--- src/rtl/ptp_tod_pkg.sv ---
package ptp_tod_pkg;
    localparam int NS_W    = 30;
    localparam int SEC_W   = 48;
    localparam int NCO_W   = 48;
    localparam int FREQ_W  = 32;
    localparam int FRAC_W  = 28;
    localparam int INC_W   = FREQ_W - FRAC_W + 1;
    localparam int WORD_W  = 16;
    localparam int ADDR_W  = 5;
    localparam int CTL_W   = 4;
    localparam int SH_NUM  = 10;
    localparam int HB_NUM  = 4;
    localparam int SH_IDX_W = $clog2(SH_NUM);

    localparam logic [FREQ_W-1:0] FREQ_NOMINAL = 32'h8000_0000;

    localparam logic [ADDR_W-1:0] A_CTRL   = 5'd0;
    localparam logic [ADDR_W-1:0] A_LDSEL  = 5'd1;
    localparam logic [ADDR_W-1:0] A_PERMIT = 5'd2;
    localparam logic [ADDR_W-1:0] A_SH0    = 5'd3;
    localparam logic [ADDR_W-1:0] A_STAT   = 5'd13;
    localparam logic [ADDR_W-1:0] A_HBCTL  = 5'd14;
    localparam logic [ADDR_W-1:0] A_HB0    = 5'd15;

    localparam int CTL_FSYNC = 0;
    localparam int CTL_INIT  = 1;
    localparam int CTL_CAPT  = 2;
    localparam int CTL_EXT   = 3;

    localparam int SEL_TC  = 10;
    localparam int SEL_NT  = 7;
    localparam int SEL_FRQ = 6;

    // shadow word slots relative to A_SH0
    localparam int SH_TC_NS0 = 0;
    localparam int SH_TC_S0  = 2;
    localparam int SH_NT0    = 5;
    localparam int SH_FRQ0   = 8;

    typedef struct packed {
        logic              ld_freq;
        logic              ld_tc;
        logic              ld_nco;
        logic [FREQ_W-1:0] freq;
        logic [NS_W-1:0]   tc_ns;
        logic [SEC_W-1:0]  tc_sec;
        logic [NCO_W-1:0]  nco;
    } commit_t;

    function automatic logic [WORD_W-1:0] sh_reset(input int idx);
        if (idx == SH_FRQ0)     return FREQ_NOMINAL[WORD_W-1:0];
        if (idx == SH_FRQ0 + 1) return FREQ_NOMINAL[FREQ_W-1:WORD_W];
        return '0;
    endfunction
endpackage

--- src/rtl/ptp_tod_sync.sv ---
module ptp_tod_sync #(
    parameter int SYNC_STAGES = 2
) (
    input  logic clk,
    input  logic rst,
    input  logic async_in,
    output logic rise
);
    logic [SYNC_STAGES-1:0] stage_q;
    logic                   prev_q;

    generate
        for (genvar g = 0; g < SYNC_STAGES; g++) begin : g_stage
            if (g == 0) begin : g_first
                always_ff @(posedge clk) begin
                    if (rst) stage_q[0] <= 1'b0;
                    else     stage_q[0] <= async_in;
                end
            end else begin : g_next
                always_ff @(posedge clk) begin
                    if (rst) stage_q[g] <= 1'b0;
                    else     stage_q[g] <= stage_q[g-1];
                end
            end
        end
    endgenerate

    always_ff @(posedge clk) begin
        if (rst) prev_q <= 1'b0;
        else     prev_q <= stage_q[SYNC_STAGES-1];
    end

    assign rise = stage_q[SYNC_STAGES-1] & ~prev_q;
endmodule

--- src/rtl/ptp_tod_regs.sv ---
module ptp_tod_regs
    import ptp_tod_pkg::*;
(
    input  logic                           clk,
    input  logic                           rst,
    input  logic                           wr_en,
    input  logic                           rd_en,
    input  logic [ADDR_W-1:0]              addr,
    input  logic [WORD_W-1:0]              wdata,
    input  logic                           ext_rise,
    input  logic [HB_NUM-1:0][WORD_W-1:0]  hb_words,
    input  logic                           fsync_flag,
    output logic [WORD_W-1:0]              rdata,
    output commit_t                        commit,
    output logic                           cap_fire,
    output logic                           init_evt,
    output logic                           hb_start,
    output logic                           hb_end,
    output logic [WORD_W-1:0]              sel_q
);
    logic [CTL_W-1:0]  ctrl_q;
    logic [CTL_W-1:0]  ctrl_eff;
    logic [WORD_W-1:0] permit_q;
    logic [WORD_W-1:0] sel_next;
    logic [WORD_W-1:0] sh_q [SH_NUM];
    logic              ctrl_wr;
    logic              evt;
    logic              in_sh;
    logic [SH_IDX_W-1:0] sh_idx;
    logic [ADDR_W-1:0] sh_off;

    assign ctrl_wr  = wr_en && (addr == A_CTRL);
    assign ctrl_eff = ctrl_wr ? wdata[CTL_W-1:0] : ctrl_q;
    assign evt      = (ctrl_wr && wdata[CTL_FSYNC] && !ctrl_q[CTL_FSYNC])
                    || (ext_rise && ctrl_eff[CTL_EXT]);
    assign init_evt = evt && ctrl_eff[CTL_INIT];
    assign cap_fire = evt && ctrl_eff[CTL_CAPT];
    assign hb_start = wr_en && (addr == A_HBCTL) && wdata[0];
    assign hb_end   = wr_en && (addr == A_HBCTL) && wdata[1];

    assign sh_off = addr - A_SH0;
    assign sh_idx = sh_off[SH_IDX_W-1:0];
    assign in_sh  = (addr >= A_SH0) && (addr < A_SH0 + ADDR_W'(SH_NUM));

    always_comb begin
        commit.ld_freq = evt && (sel_q[SEL_FRQ] || permit_q[SEL_FRQ]);
        commit.ld_tc   = init_evt && sel_q[SEL_TC];
        commit.ld_nco  = init_evt && sel_q[SEL_NT];
        commit.freq    = {sh_q[SH_FRQ0+1], sh_q[SH_FRQ0]};
        commit.tc_ns   = NS_W'({sh_q[SH_TC_NS0+1], sh_q[SH_TC_NS0]});
        commit.tc_sec  = {sh_q[SH_TC_S0+2], sh_q[SH_TC_S0+1], sh_q[SH_TC_S0]};
        commit.nco     = {sh_q[SH_NT0+2][11:0], sh_q[SH_NT0+1], sh_q[SH_NT0], 4'b0000};
    end

    always_comb begin
        sel_next = (wr_en && addr == A_LDSEL) ? wdata : sel_q;
        if (init_evt) begin
            sel_next[SEL_TC] = 1'b0;
            sel_next[SEL_NT] = 1'b0;
        end
    end

    always_ff @(posedge clk) begin
        if (rst) begin
            ctrl_q   <= '0;
            permit_q <= '0;
            sel_q    <= '0;
        end else begin
            if (ctrl_wr) ctrl_q <= wdata[CTL_W-1:0];
            if (wr_en && addr == A_PERMIT) permit_q <= wdata;
            sel_q <= sel_next;
        end
    end

    generate
        for (genvar g = 0; g < SH_NUM; g++) begin : g_sh
            always_ff @(posedge clk) begin
                if (rst) sh_q[g] <= sh_reset(g);
                else if (wr_en && addr == A_SH0 + ADDR_W'(g)) sh_q[g] <= wdata;
            end
        end
    endgenerate

    always_ff @(posedge clk) begin
        if (rst) begin
            rdata <= '0;
        end else if (rd_en) begin
            if (in_sh) begin
                rdata <= sh_q[sh_idx];
            end else begin
                case (addr)
                    A_CTRL:     rdata <= WORD_W'(ctrl_q);
                    A_LDSEL:    rdata <= sel_q;
                    A_PERMIT:   rdata <= permit_q;
                    A_STAT:     rdata <= WORD_W'(fsync_flag);
                    A_HB0:      rdata <= hb_words[0];
                    A_HB0 + 1:  rdata <= hb_words[1];
                    A_HB0 + 2:  rdata <= hb_words[2];
                    A_HB0 + 3:  rdata <= hb_words[3];
                    default:    rdata <= '0;
                endcase
            end
        end
    end
endmodule

--- src/rtl/ptp_tod_counter.sv ---
module ptp_tod_counter
    import ptp_tod_pkg::*;
#(
    parameter int NS_WRAP = 1_000_000_000
) (
    input  logic             clk,
    input  logic             rst,
    input  commit_t          commit,
    output logic [NS_W-1:0]  ns_q,
    output logic [SEC_W-1:0] sec_q,
    output logic [NCO_W-1:0] nco_q
);
    localparam logic [NS_W:0] WRAP_V = (NS_W+1)'(NS_WRAP);

    logic [FREQ_W-1:0] freq_q;
    logic [FRAC_W-1:0] acc_q;
    logic [FREQ_W:0]   step;
    logic [INC_W-1:0]  inc;
    logic [NS_W:0]     ns_sum;
    logic [NS_W-1:0]   ns_adv;
    logic              carry;

    assign step   = {(INC_W)'(0), acc_q} + {1'b0, freq_q};
    assign inc    = step[FREQ_W:FRAC_W];
    assign ns_sum = {1'b0, ns_q} + (NS_W+1)'(inc);
    assign carry  = ns_sum >= WRAP_V;
    assign ns_adv = carry ? NS_W'(ns_sum - WRAP_V) : ns_sum[NS_W-1:0];

    always_ff @(posedge clk) begin
        if (rst) begin
            freq_q <= FREQ_NOMINAL;
            acc_q  <= '0;
            ns_q   <= '0;
            sec_q  <= '0;
            nco_q  <= '0;
        end else begin
            acc_q <= step[FRAC_W-1:0];
            if (commit.ld_freq) freq_q <= commit.freq;
            if (commit.ld_tc) begin
                ns_q  <= commit.tc_ns;
                sec_q <= commit.tc_sec;
            end else begin
                ns_q  <= ns_adv;
                sec_q <= sec_q + SEC_W'(carry);
            end
            if (commit.ld_nco) nco_q <= commit.nco;
            else               nco_q <= nco_q + NCO_W'(inc);
        end
    end
endmodule

--- src/rtl/ptp_tod_hb.sv ---
module ptp_tod_hb
    import ptp_tod_pkg::*;
(
    input  logic                          clk,
    input  logic                          rst,
    input  logic                          cap_fire,
    input  logic                          hb_start,
    input  logic                          hb_end,
    input  logic [NS_W-1:0]               ns,
    input  logic [SEC_W-1:0]              sec,
    output logic [HB_NUM-1:0][WORD_W-1:0] hb_words,
    output logic                          fsync_flag,
    output logic                          hb_lock
);
    logic [2*WORD_W-1:0] ns_ext;

    assign ns_ext = (2*WORD_W)'(ns);

    always_ff @(posedge clk) begin
        if (rst) begin
            hb_words   <= '0;
            fsync_flag <= 1'b0;
            hb_lock    <= 1'b0;
        end else begin
            if (cap_fire && !hb_lock) begin
                hb_words   <= {sec[2*WORD_W-1:WORD_W], sec[WORD_W-1:0],
                               ns_ext[2*WORD_W-1:WORD_W], ns_ext[WORD_W-1:0]};
                fsync_flag <= 1'b1;
            end
            if (hb_end && hb_lock) begin
                hb_lock    <= 1'b0;
                fsync_flag <= 1'b0;
            end else if (hb_start) begin
                hb_lock <= 1'b1;
            end
        end
    end
endmodule

--- src/rtl/ptp_tod_clock.sv ---
module ptp_tod_clock
    import ptp_tod_pkg::*;
#(
    parameter int NS_WRAP     = 1_000_000_000,
    parameter int SYNC_STAGES = 2
) (
    input  logic              clk,
    input  logic              rst,
    input  logic              wr_en,
    input  logic              rd_en,
    input  logic [4:0]        addr,
    input  logic [15:0]       wdata,
    output logic [15:0]       rdata,
    input  logic              ext_sync_in,
    output logic [47:0]       tod_sec,
    output logic [29:0]       tod_ns,
    output logic [47:0]       nco_ns
);
    commit_t                        commit;
    logic                           ext_rise;
    logic                           cap_fire;
    logic                           init_evt;
    logic                           hb_start;
    logic                           hb_end;
    logic                           hb_lock;
    logic                           fsync_flag;
    logic [WORD_W-1:0]              sel_q;
    logic [HB_NUM-1:0][WORD_W-1:0]  hb_words;

    ptp_tod_sync #(.SYNC_STAGES(SYNC_STAGES)) u_sync (
        .clk(clk), .rst(rst), .async_in(ext_sync_in), .rise(ext_rise)
    );

    ptp_tod_regs u_regs (
        .clk(clk), .rst(rst), .wr_en(wr_en), .rd_en(rd_en), .addr(addr),
        .wdata(wdata), .ext_rise(ext_rise), .hb_words(hb_words),
        .fsync_flag(fsync_flag), .rdata(rdata), .commit(commit),
        .cap_fire(cap_fire), .init_evt(init_evt), .hb_start(hb_start),
        .hb_end(hb_end), .sel_q(sel_q)
    );

    ptp_tod_counter #(.NS_WRAP(NS_WRAP)) u_cnt (
        .clk(clk), .rst(rst), .commit(commit),
        .ns_q(tod_ns), .sec_q(tod_sec), .nco_q(nco_ns)
    );

    ptp_tod_hb u_hb (
        .clk(clk), .rst(rst), .cap_fire(cap_fire), .hb_start(hb_start),
        .hb_end(hb_end), .ns(tod_ns), .sec(tod_sec), .hb_words(hb_words),
        .fsync_flag(fsync_flag), .hb_lock(hb_lock)
    );
endmodule

--- config.mk ---
export PLATFORM = sky130hd
export DESIGN_NAME = ptp_tod_clock
export DESIGN_NICKNAME = d
export VERILOG_FILES = /design/src/rtl/ptp_tod_pkg.sv /design/src/rtl/ptp_tod_sync.sv /design/src/rtl/ptp_tod_regs.sv /design/src/rtl/ptp_tod_counter.sv /design/src/rtl/ptp_tod_hb.sv /design/src/rtl/ptp_tod_clock.sv
export SDC_FILE = /design/constraint.sdc
export NUM_CORES = 1
export LEC_CHECK = 0
export ABC_AREA = 1
export ABC_CLOCK_PERIOD_IN_PS = 8800
export CAP_MARGIN = 25
export CORE_MARGIN = 2
export CORE_UTILIZATION = 30
export DETAILED_ROUTE_END_ITERATION = 8
export DONT_BUFFER_PORTS = 1
export GPL_TIMING_DRIVEN = 0
export PLACE_DENSITY_LB_ADDON = 0.25
export SLEW_MARGIN = 5
export SYNTH_ARGS = -nofsm -noshare
export SYNTH_HDL_FRONTEND = slang
export SYNTH_SLANG_ARGS = --single-unit
--- constraint.sdc ---
create_clock -name clk -period 8.8 [get_ports clk]
set_clock_uncertainty 0.2 [all_clocks]
set_input_delay 1.76 -clock clk [delete_from_list [all_inputs] [get_ports clk]]
set_output_delay 1.76 -clock clk [all_outputs]
set_load 0.05 [all_outputs]
==> metrics.cfg, run 1 <==
[worst_setup_path]
critPathRequiredTime_ps=9100
critPathBufInv=3
crit_top_cell=nand2_1
cpLargestDelayFamily=simple AND/OR/NAND/NOR gates
crit_arrival_ps=8320
crit_type=flip-flop to flip-flop
r2r-start=u_cnt.freq_q[15]
worstReg2RegEnd=u_cnt.sec_q[36]
rr_worst_depth=38
critPathMaxFanout=10
slowest_delay_ps=700
ff2ff_setup_slack_ps=770
endpoint_kind=flip-flop
startpoint_type=flip-flop
cpMaxStageDelayCell=xor2_1

[grt]
overflow=0
grt_pass1_vias=22000
grt_first_pass_wirelength_um=150000
grt_antenna_before_repair=3
grt_start_max_net_pins=17
grt_usage_pct=24.8

[yosys]
yosysTopAreaCell=dfxtp_1
ys_seq_area_share_pct=45.3
syn_area_per_cell_um2=7.44
synth.distinct_cells=53
synth_nets=3314
netlist_top_cells_area=dfxtp_1 25%, edfxtp_1 20%, nand2_1 9.6%
yosys_warnings=0
ys_ff_latch=465
synth_enable_flop_cells=160
synth_most_common_cell=nand2_1
synth_top_family_by_area=simple AND/OR/NAND/NOR gates
synth_top_area_share_pct=25.3
async_flop_share_pct=0
synth_compound_area_share_pct=16.4
synth_mux_area_share_pct=0
synth_xor_area_share_pct=3.02
synthCells=3240
post_synth_instance_area_um2=24100
ys.flop_type=dfxtp_1
synth-simple-area-share_pct=25.3
synthAdderAreaFrac_pct=2.59
netlist_top_cells_count=616 x nand2_1, 502 x nor2_1, 368 x o21ai_0, 305 x dfxtp_1, 304 x inv_1

[power_and_ir_drop]
p_sw_uw=1340
pwr-share-comb_pct=6.7
seqPwrFrac_pct=46.4
max-vdd-ir-drop_v=0.000160
power.density_nw_per_um2=184
internal_power_uw=3720
p_clk_share_pct=46.9
leakage_uw=0.0104
switching_share_pct=26.6

[clock_network]
cts_tree=yes
hold_buffers=0
cts-root-buf=clkbuf_16
clock_path_buffers=3
cts_buffers=55
cts.sinks=465
clock_latency_ps=660
h-tree-depth=2
clkTransAtPathRegs_ps=60

[sta]
min_period_ps=8030
worstMarginPinSlew_ps=1110
fmax_mhz=125
timing.setup.tns_ps=0
rsz0062_at_grt=false
maxSlewHeadroom_pct=26.2
hold_viol=0
period_share_pct=91.2
setup_viol=0
final_max_slew_viol_count=0
fin_hold_ws_ps=201

[placement]
dp.cells=4298
routabilityCongestion=1.02
port_buffers=0
hpwl_um=82200
placed_cell_area_um2=25500

[flow_run]
max_cap_violations=0

[detailed_routing]
drtPass1Iterations=5
ant_nets=0
vias_per_cell=5.36
drt-initial-drc-count=2574
top_layer_used=met5
wl_per_cell_um=23.8
vias=23600
drc_errors=0
wl_met2_um=44100
dr_wl_met3_um=11600
met1_length_um=45000
wl_um=105000

[min_path]
min_from=u_sync.stage_q[0]
min_path_cells=2
hold_end=u_sync.stage_q[1]
hold_path_class=flip-flop to flip-flop

[floorplan]
initial_core_util_pct=30.4
die_area_um2=82600
die_w_um=287
die_h_um=287
core-area_um2=79300
io_pins=168
rows=103

[outcome]
status=finished clean

[final_layout]
syn2layout_area_growth_pct=13.9
nFillCells=8596
final_nets=3383
final_util_pct=34.6
drive_gt1_share_pct=5.15
instances_no_fill=4408
seqCellArea_um2=10900
multi_input_area_um2=11500
fin_area_um2=27400

-- sequential cells by signal, summed over array words and instances, names as in the netlist --
name	flops
u_cnt.acc_q	28
u_cnt.freq_q	32
u_cnt.nco_q	48
u_cnt.ns_q	30
u_cnt.sec_q	48
u_hb.fsync_flag	1
u_hb.hb_lock	1
u_hb.hb_words	62
u_regs.ctrl_q	4
u_regs.permit_q	16
u_regs.rdata	16
u_regs.sel_q	16
u_regs.sh_q	160
u_sync.prev_q	1
u_sync.stage_q	2
-- worst max path at each step --
stage	start	slack [ps]	endpoint	cells after the start
floorplan	u_cnt.acc_q[0]	2610	u_cnt.sec_q[36]	44
global placement	u_cnt.freq_q[19]	-290	u_cnt.sec_q[36]	43
detailed placement	u_cnt.freq_q[1]	-90	u_cnt.sec_q[36]	44
CTS	u_cnt.freq_q[1]	170	u_cnt.sec_q[36]	44
global route	u_cnt.freq_q[0]	30	u_cnt.sec_q[46]	46
finish	u_cnt.freq_q[15]	770	u_cnt.sec_q[36]	38
-- placed cells by master, fill, tap and decap left out, drive strengths merged, types with 2 or more instances in the layout --
cell type	instances
a21o	3
a21oi	235
a221oi	8
a31oi	29
and3	2
buf	39
bufinv	6
clkbuf	204
clkinv	18
clkinvlp	4
dfxtp	305
diode	2
edfxtp	160
fa	3
ha	45
inv	310
nand2	628
nand3	162
nand3b	8
nand4	60
nor2	520
nor3	37
nor4	19
o211ai	40
o21a	6
o21ai	370
o21bai	3
o221ai	2
o22ai	36
or2	3
xnor2	28
xor2	55
-- worst register-to-register path, delay by kind of cell (launching register included) --
family	cells	cell delay (ps)
AO/OA/AOI/OAI	3	490
AND/OR/NAND/NOR	26	4440
buffers and inverters	3	350
adder cells (fa/ha/maj)	4	1270
XOR/XNOR	2	830
flip-flops	1	320
-- power groups by stage --
stage,Combinational [µW],Sequential [µW],Clock [µW]
2_1_floorplan,172,2360,0
3_3_place_gp,314,2400,0
3_5_place_dp,320,2390,0
4_1_cts,321,2350,2390
5_1_grt,351,2350,2480
6_report,337,2350,2370
-- kinds of logic after synthesis --
| family | after synthesis |
|---|---|
| buffers and inverters | 465 |
| xor gates and xnor gates | 83 |
| and+or+nand+nor | 1444 |
| AOI/OAI and AO/OA | 735 |
| adders and majority gates | 48 |
| DFF | 465 |
-- stage by stage --
stage          power, µW  worst slack, ps
2_1_floorplan       2540             2610
3_3_place_gp        2710             -292
3_5_place_dp        2710            -85.1
4_1_cts             5060              166
5_1_grt             5180             26.1
6_report            5060              773
-- layout make-up --
class                      instances  share of cell area (%)
multi-input combinational       2310                    41.7
clock buffer                      76                    5.45
sequential                       465                    39.8
inverter                         310                    4.24
clock inverter                    28                    1.24
tap                             1050                    4.79
antenna                            2                  0.0182
buffer                           155                    2.25
timing repair buffer              12                   0.538
-- metal layers --
layer / up-vias / GRT usage [%]
li1: 11000 / -
met1: 11300 / 34.0
met2: 1143 / 36.8
met3: 178 / 6.60
met4: 2 / 9.66
met5: - / 0
-- what timing repair did --
action,4_1_cts,5_1_grt
setup endpoints to repair,2,10
gates resized for setup,1,5
buffers inserted,0,2
endpoints found under the hold margin,0,0
gates cloned,0,0
pin swaps,0,1
Note: power is estimated with default switching activity, not from simulation.
==> inputs of run 2 (changes only) <==
- BUFFER_PORTS_ARGS: unset -> -buffer_cell sky130_fd_sc_hd__buf_2
- DONT_BUFFER_PORTS: 1 -> unset
==> run 2 against run 1 <==
Net effect: largest cell class unchanged; die area unchanged; sequential power about the same; wire length about the same; highest routed layer unchanged; fmax down 2.5%; critical path type unchanged; global-route usage up 0.18 points.
==> metrics.cfg, run 2 (synthesized netlist as in run 1, its figures left out) <==
[floorplan]
die_h_um=287  ; unchanged
die_w_um=287  ; unchanged
rows=103  ; unchanged
core-area_um2=79300  ; unchanged
die_area_um2=82600  ; unchanged
io_pins=168  ; unchanged
initial_core_util_pct=30.4  ; unchanged

[placement]
hpwl_um=82100  ; about the same
dp.cells=4463  ; +3.8%
placed_cell_area_um2=26400  ; +3.2%
port_buffers=165  ; +165
routabilityCongestion=0.995  ; -2.2%

[final_layout]
final_util_pct=35.8  ; +1.2 points
regMostFlops=u_regs.sh_q
instances_no_fill=4576  ; +3.8%
drive_gt1_share_pct=9.93  ; +4.8 points
seqCellArea_um2=10900  ; unchanged
fin_area_um2=28400  ; +3.4%
syn2layout_area_growth_pct=17.8
nFillCells=8503  ; -1.1%
largestRegisters=u_regs.sh_q x160, u_hb.hb_words x62
multi_input_area_um2=11500  ; unchanged
largest_reg_flops=160  ; unchanged
final_nets=3551  ; +5.0%
final_common_cell=nand2_1
final_cell_mix=616 x nand2_1, 502 x nor2_1, 365 x o21ai_0

[clock_network]
cts-root-buf=clkbuf_16
h-tree-depth=2  ; unchanged
clock_latency_ps=670  ; about the same
clock_path_buffers=3  ; unchanged
cts_buffers=56  ; +1.8%
cts_tree=yes
hold_buffers=0  ; unchanged
clkTransAtPathRegs_ps=60  ; about the same
cts.sinks=465  ; unchanged

[detailed_routing]
drc_errors=0  ; unchanged
wl_um=105000  ; about the same
ant_nets=0  ; unchanged
drtPass1Iterations=5  ; unchanged
vias_per_cell=5.28  ; -1.5%
drt-initial-drc-count=2727  ; +5.9%
wl_per_cell_um=23.0  ; -3.6%
vias=24200  ; +2.2%

[worst_setup_path]
slowest_delay_ps=510  ; -190 ps
crit_top_cell=nand2_1
crit_type=flip-flop to flip-flop
critPathMaxFanout=10  ; unchanged
rr_worst_depth=45  ; +18%
ff2ff_setup_slack_ps=570  ; -200 ps
startpoint_type=flip-flop
cpMaxStageDelayCell=xor2_1
crit_arrival_ps=8550  ; +230 ps
endpoint_kind=flip-flop
critPathRequiredTime_ps=9120  ; +20 ps

[sta]
min_period_ps=8230  ; +204 ps
hold_viol=0  ; unchanged
final_max_slew_viol_count=0  ; unchanged
rsz0062_at_grt=false
timing.setup.tns_ps=0  ; unchanged
fmax_mhz=121  ; -2.5%
period_share_pct=93.5  ; +2.3 points
worstMarginPinSlew_ps=1140  ; +37.6 ps
setup_viol=0  ; unchanged
maxSlewHeadroom_pct=23.7  ; -2.5 points

[grt]
overflow=0  ; unchanged
grt_start_max_net_pins=18  ; +1
grt_pass1_vias=22300  ; +1.3%
grt_first_pass_wirelength_um=151000  ; +0.94%
grt_usage_pct=24.9  ; +0.18 points
grt_antenna_before_repair=10  ; +7

[power_and_ir_drop]
leakage_uw=0.0114  ; +9.0%
power.density_nw_per_um2=181  ; -1.8%
p_total_uw=5140  ; +1.6%
max-vdd-ir-drop_v=0.000171  ; +7.0%

[outcome]
status=finished clean

[min_path]
hold_path_class=flip-flop to flip-flop
min_path_cells=2  ; unchanged

[flow_run]
max_cap_violations=0  ; unchanged

[run 2: cell types whose count changed in the layout (fill, tap and decap cells not counted), sizes merged]
cell	change
buf	+166
clkbuf	-3
clkinv	+4
inv	+1
[run 2: layout make-up]
class	count	area share, %
flip-flops and latches	465	38.4
clock buffers	72	5.43
well taps	1050	4.63
clock inverters	33	1.39
repair buffers	179	3.47
plain buffers	155	2.18
multi-input cells	2310	40.3
inverters	310	4.10
diodes	2	0.0176
[run 2: critical path: cells and delay by family, from the launching register on]
kind,cells,cell delay [ps]
xor+xnor,2,660
fa+ha+maj,6,1570
buf+inv,8,1060
flops,1,310
compound gates,2,460
simple gates,27,3810
[run 2: stage by stage]
| step | setup slack [ps] | hold slack [ps] |
|---|---|---|
| floorplan | 2610 | 188 |
| global placement | -121 | 194 |
| detailed placement | 60.8 | 199 |
| CTS | 34.4 | 215 |
| global route | 12.7 | 265 |
| finish | 569 | 214 |
[run 2: power breakdown]
part	total (µW)	switching, µW	leakage [µW]	internal, µW
Combinational	379	297	0.00643	81.7
Clock	2440	1010	0.000945	1420
Sequential	2330	50.6	0.00399	2270
[run 2: what timing repair did]
item,4_1_cts,5_1_grt
setup buffers,0,2
setup endpoints to repair,0,18
gates resized for setup,0,5
endpoints found under the hold margin,0,0
[run 2: final timing paths]
kind                          start                 to
setup / recovery    u_cnt.freq_q[0]    u_cnt.sec_q[46]
hold / removal    u_sync.stage_q[0]  u_sync.stage_q[1]
setup reg to reg    u_cnt.freq_q[0]    u_cnt.sec_q[46]
hold reg to reg   u_sync.stage_q[0]  u_sync.stage_q[1]
[run 2: metal layers]
| metal | global-route usage (%) | vias to the layer above | routed length [µm] | share of wire (%) |
|---|---|---|---|---|
| li1 | - | 11400 | - | - |
| met3 | 5.08 | 188 | 10500 | 10 |
| met4 | 9.66 | 12 | 4100 | 3.9 |
| met1 | 35.1 | 11400 | 45900 | 44 |
| met2 | 37.3 | 1161 | 44500 | 42 |
| met5 | 0 | - | 79 | 0.075 |
